===== src/rtl/i2c_arb_pkg.sv =====
package i2c_arb_pkg;

  // True when a slot takes part in the arbitration comparison.
  function automatic logic slot_checked(input logic rx, input int unsigned idx,
                                        input int unsigned data_bits);
    if (rx) return (idx == data_bits);
    return (idx < data_bits);
  endfunction

  // SCL rising edges still to be generated after a loss in the given slot.
  function automatic int unsigned bits_left(input logic rx, input int unsigned idx,
                                            input int unsigned data_bits);
    if (rx) return 0;
    if (idx >= data_bits - 1) return 0;
    return data_bits - 1 - idx;
  endfunction

endpackage


===== src/rtl/i2c_arb_sync.sv =====
module i2c_arb_sync #(
  parameter int WIDTH     = 2,
  parameter int STAGES    = 2,
  parameter bit RESET_VAL = 1'b1
) (
  input  logic             clk,
  input  logic             rst_n,
  input  logic [WIDTH-1:0] d_in,
  output logic [WIDTH-1:0] d_out
);
  logic [WIDTH-1:0] stage_q [STAGES];

  for (genvar s = 0; s < STAGES; s++) begin : g_stage
    if (s == 0) begin : g_first
      always_ff @(posedge clk or negedge rst_n) begin
        if (!rst_n) stage_q[s] <= {WIDTH{RESET_VAL}};
        else        stage_q[s] <= d_in;
      end
    end else begin : g_next
      always_ff @(posedge clk or negedge rst_n) begin
        if (!rst_n) stage_q[s] <= {WIDTH{RESET_VAL}};
        else        stage_q[s] <= stage_q[s-1];
      end
    end
  end

  assign d_out = stage_q[STAGES-1];
endmodule


===== src/rtl/i2c_arb_cond.sv =====
module i2c_arb_cond (
  input  logic clk,
  input  logic rst_n,
  input  logic scl_s,
  input  logic sda_s,
  output logic scl_rise,
  output logic start_det,
  output logic stop_det
);
  logic scl_q;
  logic sda_q;

  always_ff @(posedge clk or negedge rst_n) begin
    if (!rst_n) begin
      scl_q <= 1'b1;
      sda_q <= 1'b1;
    end else begin
      scl_q <= scl_s;
      sda_q <= sda_s;
    end
  end

  assign scl_rise  = scl_s & ~scl_q;
  assign start_det = scl_s & scl_q & sda_q & ~sda_s;
  assign stop_det  = scl_s & scl_q & ~sda_q & sda_s;
endmodule


===== src/rtl/i2c_arb_judge.sv =====
module i2c_arb_judge
  import i2c_arb_pkg::*;
#(
  parameter int DATA_BITS = 8,
  parameter int IDX_W     = 4
) (
  input  logic             clk,
  input  logic             rst_n,
  input  logic             scl_rise,
  input  logic             sda_s,
  input  logic             master_active,
  input  logic             rx_mode,
  input  logic             drv_sda,
  input  logic [IDX_W-1:0] bit_idx,
  input  logic             clr_req,
  output logic             mismatch_evt,
  output logic             arb_lost,
  output logic             switch_req
);
  logic in_slot;

  assign in_slot = slot_checked(rx_mode, int'(bit_idx), DATA_BITS);

  // A released bit that reads low on a rising SCL edge means the bus was taken.
  assign mismatch_evt = scl_rise & master_active & ~arb_lost & in_slot
                      & drv_sda & ~sda_s;

  always_ff @(posedge clk or negedge rst_n) begin
    if (!rst_n) begin
      arb_lost   <= 1'b0;
      switch_req <= 1'b0;
    end else begin
      switch_req <= mismatch_evt;
      if (mismatch_evt)  arb_lost <= 1'b1;
      else if (clr_req)  arb_lost <= 1'b0;
    end
  end
endmodule


===== src/rtl/i2c_arb_clkctl.sv =====
module i2c_arb_clkctl
  import i2c_arb_pkg::*;
#(
  parameter int DATA_BITS = 8,
  parameter int IDX_W     = 4
) (
  input  logic             clk,
  input  logic             rst_n,
  input  logic             mismatch_evt,
  input  logic             rx_mode,
  input  logic [IDX_W-1:0] bit_idx,
  input  logic             scl_rise,
  input  logic             clr_req,
  input  logic             arb_lost,
  input  logic             master_active,
  output logic             remain_nz,
  output logic             clk_run
);
  localparam int CNT_W = $clog2(DATA_BITS + 1);

  logic [CNT_W-1:0] remain_q;

  always_ff @(posedge clk or negedge rst_n) begin
    if (!rst_n) begin
      remain_q <= '0;
    end else if (mismatch_evt) begin
      remain_q <= CNT_W'(bits_left(rx_mode, int'(bit_idx), DATA_BITS));
    end else if (clr_req) begin
      remain_q <= '0;
    end else if (arb_lost && scl_rise && remain_q != '0) begin
      remain_q <= remain_q - 1'b1;
    end
  end

  assign remain_nz = (remain_q != '0);
  assign clk_run   = arb_lost ? remain_nz : master_active;
endmodule


===== src/rtl/i2c_arb_monitor.sv =====
module i2c_arb_monitor #(
  parameter int DATA_BITS   = 8,
  parameter int SYNC_STAGES = 2,
  parameter int IDX_W       = $clog2(DATA_BITS + 1)
) (
  input  logic             clk,
  input  logic             rst_n,
  input  logic             sda_pin,
  input  logic             scl_pin,
  input  logic             master_active,
  input  logic             rx_mode,
  input  logic             drv_sda,
  input  logic [IDX_W-1:0] bit_idx,
  input  logic             clr_lost,
  output logic             arb_lost,
  output logic             switch_req,
  output logic             clk_run
);
  logic [1:0] pins_s;
  logic       scl_s;
  logic       sda_s;
  logic       scl_rise;
  logic       start_det;
  logic       stop_det;
  logic       bus_clear;
  logic       clr_req;
  logic       mismatch_evt;
  logic       remain_nz;

  i2c_arb_sync #(.WIDTH(2), .STAGES(SYNC_STAGES), .RESET_VAL(1'b1)) u_sync (
    .clk   (clk),
    .rst_n (rst_n),
    .d_in  ({scl_pin, sda_pin}),
    .d_out (pins_s)
  );

  assign scl_s = pins_s[1];
  assign sda_s = pins_s[0];

  i2c_arb_cond u_cond (
    .clk       (clk),
    .rst_n     (rst_n),
    .scl_s     (scl_s),
    .sda_s     (sda_s),
    .scl_rise  (scl_rise),
    .start_det (start_det),
    .stop_det  (stop_det)
  );

  assign bus_clear = start_det | stop_det;
  assign clr_req   = clr_lost | bus_clear;

  i2c_arb_judge #(.DATA_BITS(DATA_BITS), .IDX_W(IDX_W)) u_judge (
    .clk           (clk),
    .rst_n         (rst_n),
    .scl_rise      (scl_rise),
    .sda_s         (sda_s),
    .master_active (master_active),
    .rx_mode       (rx_mode),
    .drv_sda       (drv_sda),
    .bit_idx       (bit_idx),
    .clr_req       (clr_req),
    .mismatch_evt  (mismatch_evt),
    .arb_lost      (arb_lost),
    .switch_req    (switch_req)
  );

  i2c_arb_clkctl #(.DATA_BITS(DATA_BITS), .IDX_W(IDX_W)) u_clkctl (
    .clk           (clk),
    .rst_n         (rst_n),
    .mismatch_evt  (mismatch_evt),
    .rx_mode       (rx_mode),
    .bit_idx       (bit_idx),
    .scl_rise      (scl_rise),
    .clr_req       (clr_req),
    .arb_lost      (arb_lost),
    .master_active (master_active),
    .remain_nz     (remain_nz),
    .clk_run       (clk_run)
  );
endmodule


===== config.mk =====
export PLATFORM = sky130hd
export DESIGN_NAME = i2c_arb_monitor
export DESIGN_NICKNAME = d
export VERILOG_FILES = /design/src/rtl/i2c_arb_pkg.sv /design/src/rtl/i2c_arb_sync.sv /design/src/rtl/i2c_arb_cond.sv /design/src/rtl/i2c_arb_judge.sv /design/src/rtl/i2c_arb_clkctl.sv /design/src/rtl/i2c_arb_monitor.sv
export SDC_FILE = /design/constraint.sdc
export NUM_CORES = 1
export LEC_CHECK = 0
export BUFFER_PORTS_ARGS = -buffer_cell sky130_fd_sc_hd__buf_2
export CORE_MARGIN = 3
export CORE_UTILIZATION = 30
export CTS_BUF_LIST = sky130_fd_sc_hd__clkbuf_4 sky130_fd_sc_hd__clkbuf_8
export DETAILED_ROUTE_END_ITERATION = 12
export SLEW_MARGIN = 30
export SYNTH_ARGS = -nofsm -noshare
export SYNTH_HDL_FRONTEND = slang
export SYNTH_SLANG_ARGS = --single-unit
export TNS_END_PERCENT = 1

===== constraint.sdc =====
create_clock -name clk -period 2.18 [get_ports clk]
set_clock_uncertainty 0.15 [all_clocks]
set_input_delay 0 -clock clk [delete_from_list [all_inputs] [get_ports clk]]
set_output_delay 0 -clock clk [all_outputs]
set_load 0.01 [all_outputs]

==> impl_metrics.csv, run 1 <==
group,metric,value,unit
sta,timing.final.crit_share,0.921,
route,postRouteAntennaNets,0,
clock_tree,path_clk_slew,60,ps
floorplanning,core,1610,um2
setup_path,worst-path-buf-inv,1,
sta,slew_headroom,0.620,
clock_tree,cts.sinks,12,
logic_synthesis,synth_cell_type_count,26,
route,drtIter0Drc,11,
final_layout,layout.nets,86,
power,powerDensity,590,nW/um2
grt,antenna_found_initial,0,
clock_tree,cts_max_level,1,
grt,grt_max_degree,8,
grt,grt_first_pass_wirelength,1750,um
route,vias,434,
sta,hold_viol,0,
floorplanning,dieHeight,49.0,um
clock_tree,cts_tree,"done",
setup_path,slowest_stage,"dlygate4sd3_1",
power,switching_share,0.220,
sta,rsz0062_at_grt,"no",
logic_synthesis,synth_mux_area_frac,0,
power,switchingPower,0.102,mW
logic_synthesis,synthSimpleGateAreaFrac,0.181,
route,drc,0,
sta,worst_pin_slew,565,ps
min_path,hold_path_depth,4,
grt,grt_pass1_vias,426,
route,drt-wirelength-per-cell,11.0,um
grt,grt_usage,0.0977,
sta,slew_viol_final,0,
final_layout,layout_commonest_cell,"buf_2",
min_path,holdPathEnd,"u_judge.arb_lost",
route,drt-total-wl,1060,um
run_status,outcome,"complete, no violations",
setup_path,reg2reg_from,"u_judge.arb_lost",
final_layout,final_cell_mix,"buf_2 (14), dlygate4sd3_1 (10), dfrtp_1 (6), dfstp_2 (6), nor2_1 (5)",
setup_path,path_class,"register to register",
floorplanning,die_area,2400,um2
logic_synthesis,synth_compound_area_frac,0.190,
placement,place_hpwl,790,um
logic_synthesis,ys_seq_area_frac,0.555,
clock_tree,cts_root_buf,"clkbuf_4",
logic_synthesis,synth_fa_ha_area_frac,0.0226,
route,vias_per_cell,4.52,
power,pwr-share-comb,0.151,
power,p_seq_frac,0.535,
min_path,hp-class,"input pin to register",
route,first_pass_iters,4,
logic_synthesis,syn_inst,44,
clock_tree,numCtsBuffers,3,
setup_path,path_delay_family,"buffers and inverters",
clock_tree,clk_latency,260,ps
floorplanning,floorplan.initialDensity,0.344,
setup_path,cp_cell_sequence,"nand4bb_1, a2111oi_4, dlygate4sd3_1",
power,p_leak,0.337,nW
logic_synthesis,ys_warn_count,0,
grt,grt_overflow,0,
logic_synthesis,avgSynthCellArea,12.6,um2
sta,min_period,2010,ps
placement,routabilityCongestion,0.675,
final_layout,n_antenna_cell,0,
final_layout,area_growth,41.5,%
setup_path,crit_path_start_kind,"register",
logic_synthesis,synth-edff-count,0,
setup_path,r2r-end,"u_judge.switch_req",
clock_tree,clockBufferDepth,2,
power,clkPwrFrac,0.314,
clock_tree,post_cts_resized,0,
sta,setup_violations,0,
floorplanning,die_w,49.0,um
logic_synthesis,ys_ff_latch,12,
sta,finalSetupTns,0,ps
logic_synthesis,syn_area,554,um2
power,internal_power,0.361,mW
floorplanning,fp-row-count,14,
sta,max_freq,498,MHz
setup_path,r2r_slack,170,ps
min_path,worstHoldStart,"bit_idx[1]",
logic_synthesis,synthXorXnorAreaFrac,0.0316,
setup_path,cp_max_fo,6,
power,peakVddDrop,0.000283,V
logic_synthesis,synth_top_family_by_area,"compound AO/OA/AOI/OAI gates",
floorplanning,ios,15,
flow_run,cap_violations,0,
final_layout,drive_above_1_share,0.417,
logic_synthesis,synth-async-reset-ratio,1.00,
setup_path,cpPeakStageDelay,630,ps
placement,port_buffers,14,
logic_synthesis,syn_nets,57,
final_layout,n_fill_cell,159,
setup_path,endpoint_kind,"register",
sta,hold_slack,83.3,ps
setup_path,required,2220,ps
logic_synthesis,ys.flop_type,"dfstp_2",
setup_path,crit_arrival,2050,ps
setup_path,r2r_cells,3,
what timing repair did:
item	4_1_cts	5_1_grt
buffers inserted	0	0
hold buffers	10	0
hold endpoints to repair	19	0
layer usage:
metal | wire length, um | global-route usage | up-vias
li1 | - | - | 223
met2 | 465 | 0.152 | 11
met3 | 45 | 0.0398 | 2
met5 | 0 | 0 | -
met1 | 533 | 0.113 | 198
met4 | 10 | 0.0569 | 0
logic make-up (layout without fill, tap and decap cells):
logic type | Yosys count | after routing
and+or+nand+nor | 16 | 16
buffers and inverters | 3 | 31
adders and majority gates | 1 | 1
xor gates and xnor gates | 2 | 2
DFF | 12 | 12
AOI/OAI and AO/OA | 10 | 10
tightest hold or removal path, delay by kind of cell:
kind / cells / cell delay (ps)
AND/OR/NAND/NOR: 1 / 120
buffers and inverters: 1 / 90
AO/OA/AOI/OAI: 2 / 250
cell usage after synthesis, types with 2 or more instances:
cell	number	area, um2
dfrtp_1	6	150
inv_1	3	11.3
dfstp_2	6	158
a211oi_1	2	15.0
o32a_2	2	22.5
nor2_1	5	18.8
metrics by stage:
stage	util	cell area (um2)	power (mW)	std cells	worst slack, ps
2_1_floorplan	-	554	0.283	44	452
3_3_place_gp	0.406	654	0.307	82	309
3_5_place_dp	0.406	654	0.309	82	274
4_1_cts	0.487	785	0.472	96	143
5_1_grt	0.487	785	0.492	96	71.5
6_report	0.487	785	0.462	96	171
cell type report:
cell class	count	area, um2	share of cell area
clock buffer	4	30.0	0.0383
inverter	3	11.3	0.0144
multi-input combinational	29	235	0.300
sequential	12	308	0.392
tap	24	30.0	0.0383
timing repair buffer	24	170	0.217
sequential cells by signal, indices dropped and copies added, names as in the netlist:
name,flops
u_judge.arb_lost,1
u_cond.sda_q,1
u_sync.stage_q,2
u_cond.scl_q,1
u_sync.d_out,2
u_clkctl.remain_q,4
u_judge.switch_req,1
worst max-delay path by stage:
| stage | start | to | slack (ps) | cells after the start |
|---|---|---|---|---|
| after global placement | u_clkctl.remain_q[0] | u_clkctl.remain_q[1] | 310 | 6 |
| after global routing | u_judge.arb_lost | u_judge.switch_req | 70 | 3 |
| final | u_judge.arb_lost | u_judge.switch_req | 170 | 3 |
| after detailed placement | u_clkctl.remain_q[0] | u_clkctl.remain_q[1] | 270 | 6 |
| after CTS | u_judge.arb_lost | u_judge.switch_req | 140 | 3 |
| after floorplan | u_sync.d_out[0] | u_clkctl.remain_q[0] | 450 | 4 |
power by group through the flow:
stage	logic [mW]	clock network [mW]	registers, mW
final	0.0699	0.145	0.247
after global routing	0.0777	0.165	0.249
after CTS	0.0709	0.154	0.247
after detailed placement	0.0581	0	0.251
after global placement	0.0568	0	0.251
after floorplan	0.0341	0	0.249
(Power assumes the default switching activity.)
==> inputs of run 2 (changes only) <==
- PLACE_DENSITY: not set -> 0.5
==> run 2 against run 1 <==
  * Die area unchanged
  * Register-to-register slack about the same
  * Sequential power about the same
  * Clock power increased by 15%
  * Utilization increased by 0.39 points
  * Worst hold slack got worse by 9.4 ps
  * Combinational power about the same
  * Fmax about the same
  * Final cell count unchanged
  * Count of clock-buffer cells in the layout unchanged
  * First-iteration DRC count decreased by 64%
==> impl_metrics.csv, run 2 (synthesized netlist as in run 1, its figures left out) <==
group,metric,value,unit
run_status,outcome,"complete, no violations",
grt,grt_max_degree,8,
sta,hold_viol,0,
setup_path,reg2reg_from,"u_judge.arb_lost",
power,peakVddDrop,0.000368,V
sta,worst_pin_slew,588,ps
setup_path,startpoint,"u_judge.arb_lost",
final_layout,n_antenna_cell,0,
grt,antenna_found_initial,0,
clock_tree,clockBufferDepth,2,
placement,placed_cell_area,654,um2
floorplanning,fp-row-count,14,
clock_tree,cts_root_buf,"clkbuf_4",
route,drc,0,
sta,slew_viol_final,0,
setup_path,required,2230,ps
sta,finalSetupTns,0,ps
clock_tree,path_clk_slew,70,ps
floorplanning,ios,15,
min_path,worstHoldStart,"bit_idx[1]",
floorplanning,core,1610,um2
grt,grt_first_pass_wirelength,1860,um
floorplanning,dieHeight,49.0,um
min_path,hp-class,"input pin to register",
route,drt-wirelength-per-cell,11.1,um
final_layout,layout.nets,86,
clock_tree,cts_max_level,1,
clock_tree,cts.sinks,12,
setup_path,path_class,"register to register",
final_layout,largest_register_ffs,4,
setup_path,r2r_slack,170,ps
clock_tree,cts_tree,"done",
clock_tree,cts-hold-fix-buffers,10,
floorplanning,die_area,2400,um2
grt,grt_pass1_vias,423,
route,vias,427,
setup_path,crit_path_start_kind,"register",
placement,placed_cells,82,
min_path,holdPathEnd,"u_judge.arb_lost",
placement,port_buffers,14,
sta,max_freq,498,MHz
setup_path,r2r_cells,3,
setup_path,r2r-end,"u_judge.switch_req",
clock_tree,post_cts_resized,0,
route,drtIter0Drc,4,
floorplanning,floorplan.initialDensity,0.344,
clock_tree,clk_latency,260,ps
sta,min_period,2010,ps
final_layout,regMostFlops,"u_clkctl.remain_q",
final_layout,n_fill_cell,178,
route,postRouteAntennaNets,0,
power,p_leak,0.340,nW
floorplanning,die_w,49.0,um
min_path,hold_path_depth,4,
grt,grt_overflow,0,
route,vias_per_cell,4.45,
route,first_pass_iters,4,
placement,place_hpwl,803,um
final_layout,stdcell_count,96,
setup_path,endpoint_kind,"register",
placement,routabilityCongestion,0.694,
grt,grt_usage,0.0980,
sta,setup_violations,0,
final_layout,drive_above_1_share,0.417,
power,powerDensity,611,nW/um2
final_layout,fin_area,791,um2
clock_tree,postCtsSetupBuffers,0,
final_layout,layout_commonest_cell,"buf_2",
sta,rsz0062_at_grt,"no",
flow_run,cap_violations,0,
route,drt-total-wl,1070,um
sta,timing.final.crit_share,0.922,
setup_path,cp_max_fo,6,
sta,slew_headroom,0.605,
setup_path,crit_arrival,2060,ps
final_layout,area_growth,42.7,%
final_layout,final_cell_mix,"buf_2 (14), dlygate4sd3_1 (10), dfrtp_1 (6), dfstp_2 (6), nor2_1 (5)",
clock_tree,numCtsBuffers,3,
run 2: cell counts in the layout (fill, tap and decap cells not counted):
No cell type changed its count.
run 2: through the flow:
step | utilization | setup WS, ps | total power, mW | hold WS (ps)
final | 0.491 | 171 | 0.483 | 73.9
after global routing | 0.491 | 60.3 | 0.513 | 91.5
after CTS | 0.491 | 149 | 0.493 | 71.8
after detailed placement | 0.406 | 252 | 0.309 | -261
after global placement | 0.406 | 272 | 0.308 | -260
after floorplan | - | 452 | 0.283 | -446
run 2: layer usage:
metal	global-route usage	up-vias	wire length (um)
met5	0	-	0
met4	0.0284	0	6
met3	0.0367	2	60
met2	0.140	14	460
met1	0.136	188	540
li1	-	223	-
run 2: worst max-delay path by stage:
stage / endpoint / depth (start not counted) / slack [ps]
finish: u_judge.switch_req / 3 / 170
global route: u_judge.switch_req / 3 / 60
CTS: u_judge.switch_req / 3 / 150
detailed placement: u_clkctl.remain_q[1] / 6 / 250
global placement: u_clkctl.remain_q[1] / 6 / 270
floorplan: u_clkctl.remain_q[0] / 4 / 450
run 2: layout make-up:
class / count / area [um2] / area share
clock buffers: 4 / 36.3 / 0.0459
inverters: 3 / 11.3 / 0.0142
multi-input cells: 29 / 235 / 0.297
flip-flops and latches: 12 / 308 / 0.389
well taps: 24 / 30.0 / 0.0380
repair buffers: 24 / 170 / 0.215
run 2: where the power goes:
part / leakage [nW] / switching [mW] / internal (mW)
clock network: 0.0210 / 0.0656 / 0.101
registers: 0.143 / 0.00843 / 0.239
logic: 0.176 / 0.0309 / 0.0387
run 2: worst max-delay path: stages, from the launching register on:
cell,delay [ps]
dfrtp_1,410
nand4bb_1,270
a2111oi_4,500
dlygate4sd3_1,620
==> inputs of run 3 (changes only) <==
- CAP_MARGIN: not set -> 20
- CORE_ASPECT_RATIO: not set -> 0.9
- CTS_CLUSTER_SIZE: not set -> 25
==> run 3 against run 2 <==
  * Count of clock-buffer cells in the layout stayed put
  * Combinational power up 3.3%
  * Non-clock buffer count stayed put
  * Sequential share of layout area did not move
  * Largest cell class unchanged
==> impl_metrics.csv, run 3 (synthesized netlist as in run 1, its figures left out) <==
group,metric,value,unit
run_status,outcome,"complete, no violations",
sta,setup_ws,148,ps
setup_path,reg2reg_from,"u_judge.arb_lost",
setup_path,required,2230,ps
min_path,holdPathEnd,"u_clkctl.remain_q[1]",
grt,antenna_found_initial,0,
route,drtIter0Drc,14,
clock_tree,path_clk_slew,80,ps
placement,routabilityCongestion,0.666,
route,drc,0,
power,pwr-share-comb,0.146,
min_path,hold_path_depth,4,
power,switchingPower,0.114,mW
min_path,hp-class,"input pin to register",
clock_tree,cts_tree,"done",
clock_tree,clockBufferDepth,2,
sta,max_freq,492,MHz
setup_path,crit_arrival,2090,ps
power,clkPwrFrac,0.352,
sta,timing.final.crit_share,0.932,
placement,placed_cell_area,654,um2
route,postRouteAntennaNets,0,
final_layout,area_growth,42.7,%
route,drt-total-wl,1220,um
power,internal_power,0.379,mW
sta,slew_viol_final,0,
flow_run,cap_violations,0,
sta,finalSetupTns,0,ps
setup_path,cp_max_fo,6,
clock_tree,postCtsSetupBuffers,0,
placement,post-place-ws,265,ps
final_layout,stdcell_count,96,
sta,setup_violations,0,
final_layout,regMostFlops,"u_clkctl.remain_q",
final_layout,layout_commonest_cell,"buf_2",
clock_tree,clk_latency,260,ps
grt,grt_max_degree,8,
sta,slew_headroom,0.612,
sta,min_period,2030,ps
setup_path,crit_path_start_kind,"register",
power,switching_share,0.231,
setup_path,r2r_cells,3,
final_layout,drive_above_1_share,0.417,
final_layout,finish.utilization,0.461,
placement,port_buffers,14,
clock_tree,post_cts_resized,0,
final_layout,n_antenna_cell,0,
floorplanning,dieHeight,46.8,um
power,peakVddDrop,0.000300,V
power,p_leak,0.340,nW
sta,rsz0062_at_grt,"no",
clock_tree,numCtsBuffers,3,
grt,grt_overflow,0,
setup_path,r2r_slack,150,ps
placement,place_hpwl,885,um
sta,hold_viol,0,
setup_path,endpoint_kind,"register",
power,p_seq_frac,0.503,
setup_path,path_class,"register to register",
route,drt-wirelength-per-cell,12.7,um
route,vias_per_cell,4.69,
floorplanning,core,1720,um2
placement,placed_cells,82,
sta,worst_pin_slew,578,ps
final_layout,fin_area,791,um2
floorplanning,die_area,2400,um2
sta,hold_slack,76.1,ps
min_path,worstHoldStart,"bit_idx[3]",
route,vias,450,
floorplanning,fp-row-count,14,
final_layout,layout.nets,86,
power,finalPower,0.493,mW
final_layout,final_cell_mix,"buf_2 (14), dlygate4sd3_1 (10), dfrtp_1 (6), dfstp_2 (6), nor2_1 (5)",
setup_path,r2r-end,"u_judge.switch_req",
floorplanning,ios,15,
grt,grt_pass1_vias,474,
clock_tree,cts_max_level,1,
floorplanning,die_w,51.3,um
route,first_pass_iters,4,
final_layout,n_fill_cell,184,
floorplanning,floorplan.initialDensity,0.323,
final_layout,largest_register_ffs,4,
clock_tree,cts.sinks,12,
clock_tree,cts-hold-fix-buffers,10,
grt,grt_usage,0.114,
power,powerDensity,623,nW/um2
clock_tree,cts_root_buf,"clkbuf_4",
grt,grt_first_pass_wirelength,2050,um
[run 3: cell counts in the layout (fill, tap and decap cells not counted)]
No cell type changed its count.
[run 3: worst max-delay path by stage]
| stage | to | cells after the start | slack (ps) | start |
|---|---|---|---|---|
| floorplan | u_clkctl.remain_q[0] | 4 | 450 | u_sync.d_out[0] |
| global placement | u_clkctl.remain_q[0] | 6 | 320 | u_clkctl.remain_q[0] |
| detailed placement | u_clkctl.remain_q[0] | 6 | 270 | u_clkctl.remain_q[0] |
| CTS | u_judge.switch_req | 3 | 150 | u_judge.arb_lost |
| global route | u_judge.switch_req | 3 | 60 | u_judge.arb_lost |
| finish | u_judge.switch_req | 3 | 150 | u_judge.arb_lost |
[run 3: final cells by class]
class	instances	area, um2	share of cell area
clock buffer	4	36.3	0.0459
tap	24	30.0	0.0380
sequential	12	308	0.389
timing repair buffer	24	170	0.215
inverter	3	11.3	0.0142
multi-input combinational	29	235	0.297
[run 3: metal layers]
layer | track usage | routed length, um | vias to the layer above | share of wire
met4 | 0.0314 | 0 | 0 | 0
met3 | 0.0190 | 71 | 0 | 0.058
met2 | 0.183 | 516 | 16 | 0.42
met5 | 0 | 0 | - | 0
met1 | 0.162 | 627 | 213 | 0.52
li1 | - | - | 221 | -
[run 3: power groups by stage]
stage	sequential (mW)	clock (mW)	combinational, mW
after floorplan	0.249	0	0.0341
after global routing	0.249	0.189	0.0799
after global placement	0.251	0	0.0587
final	0.248	0.173	0.0719
after detailed placement	0.252	0	0.0593
after CTS	0.248	0.179	0.0725
[run 3: critical path, stage by stage, from the launching register on]
cell,delay [ps]
dfrtp_1,420
nand4bb_1,280
a2111oi_4,500
dlygate4sd3_1,610
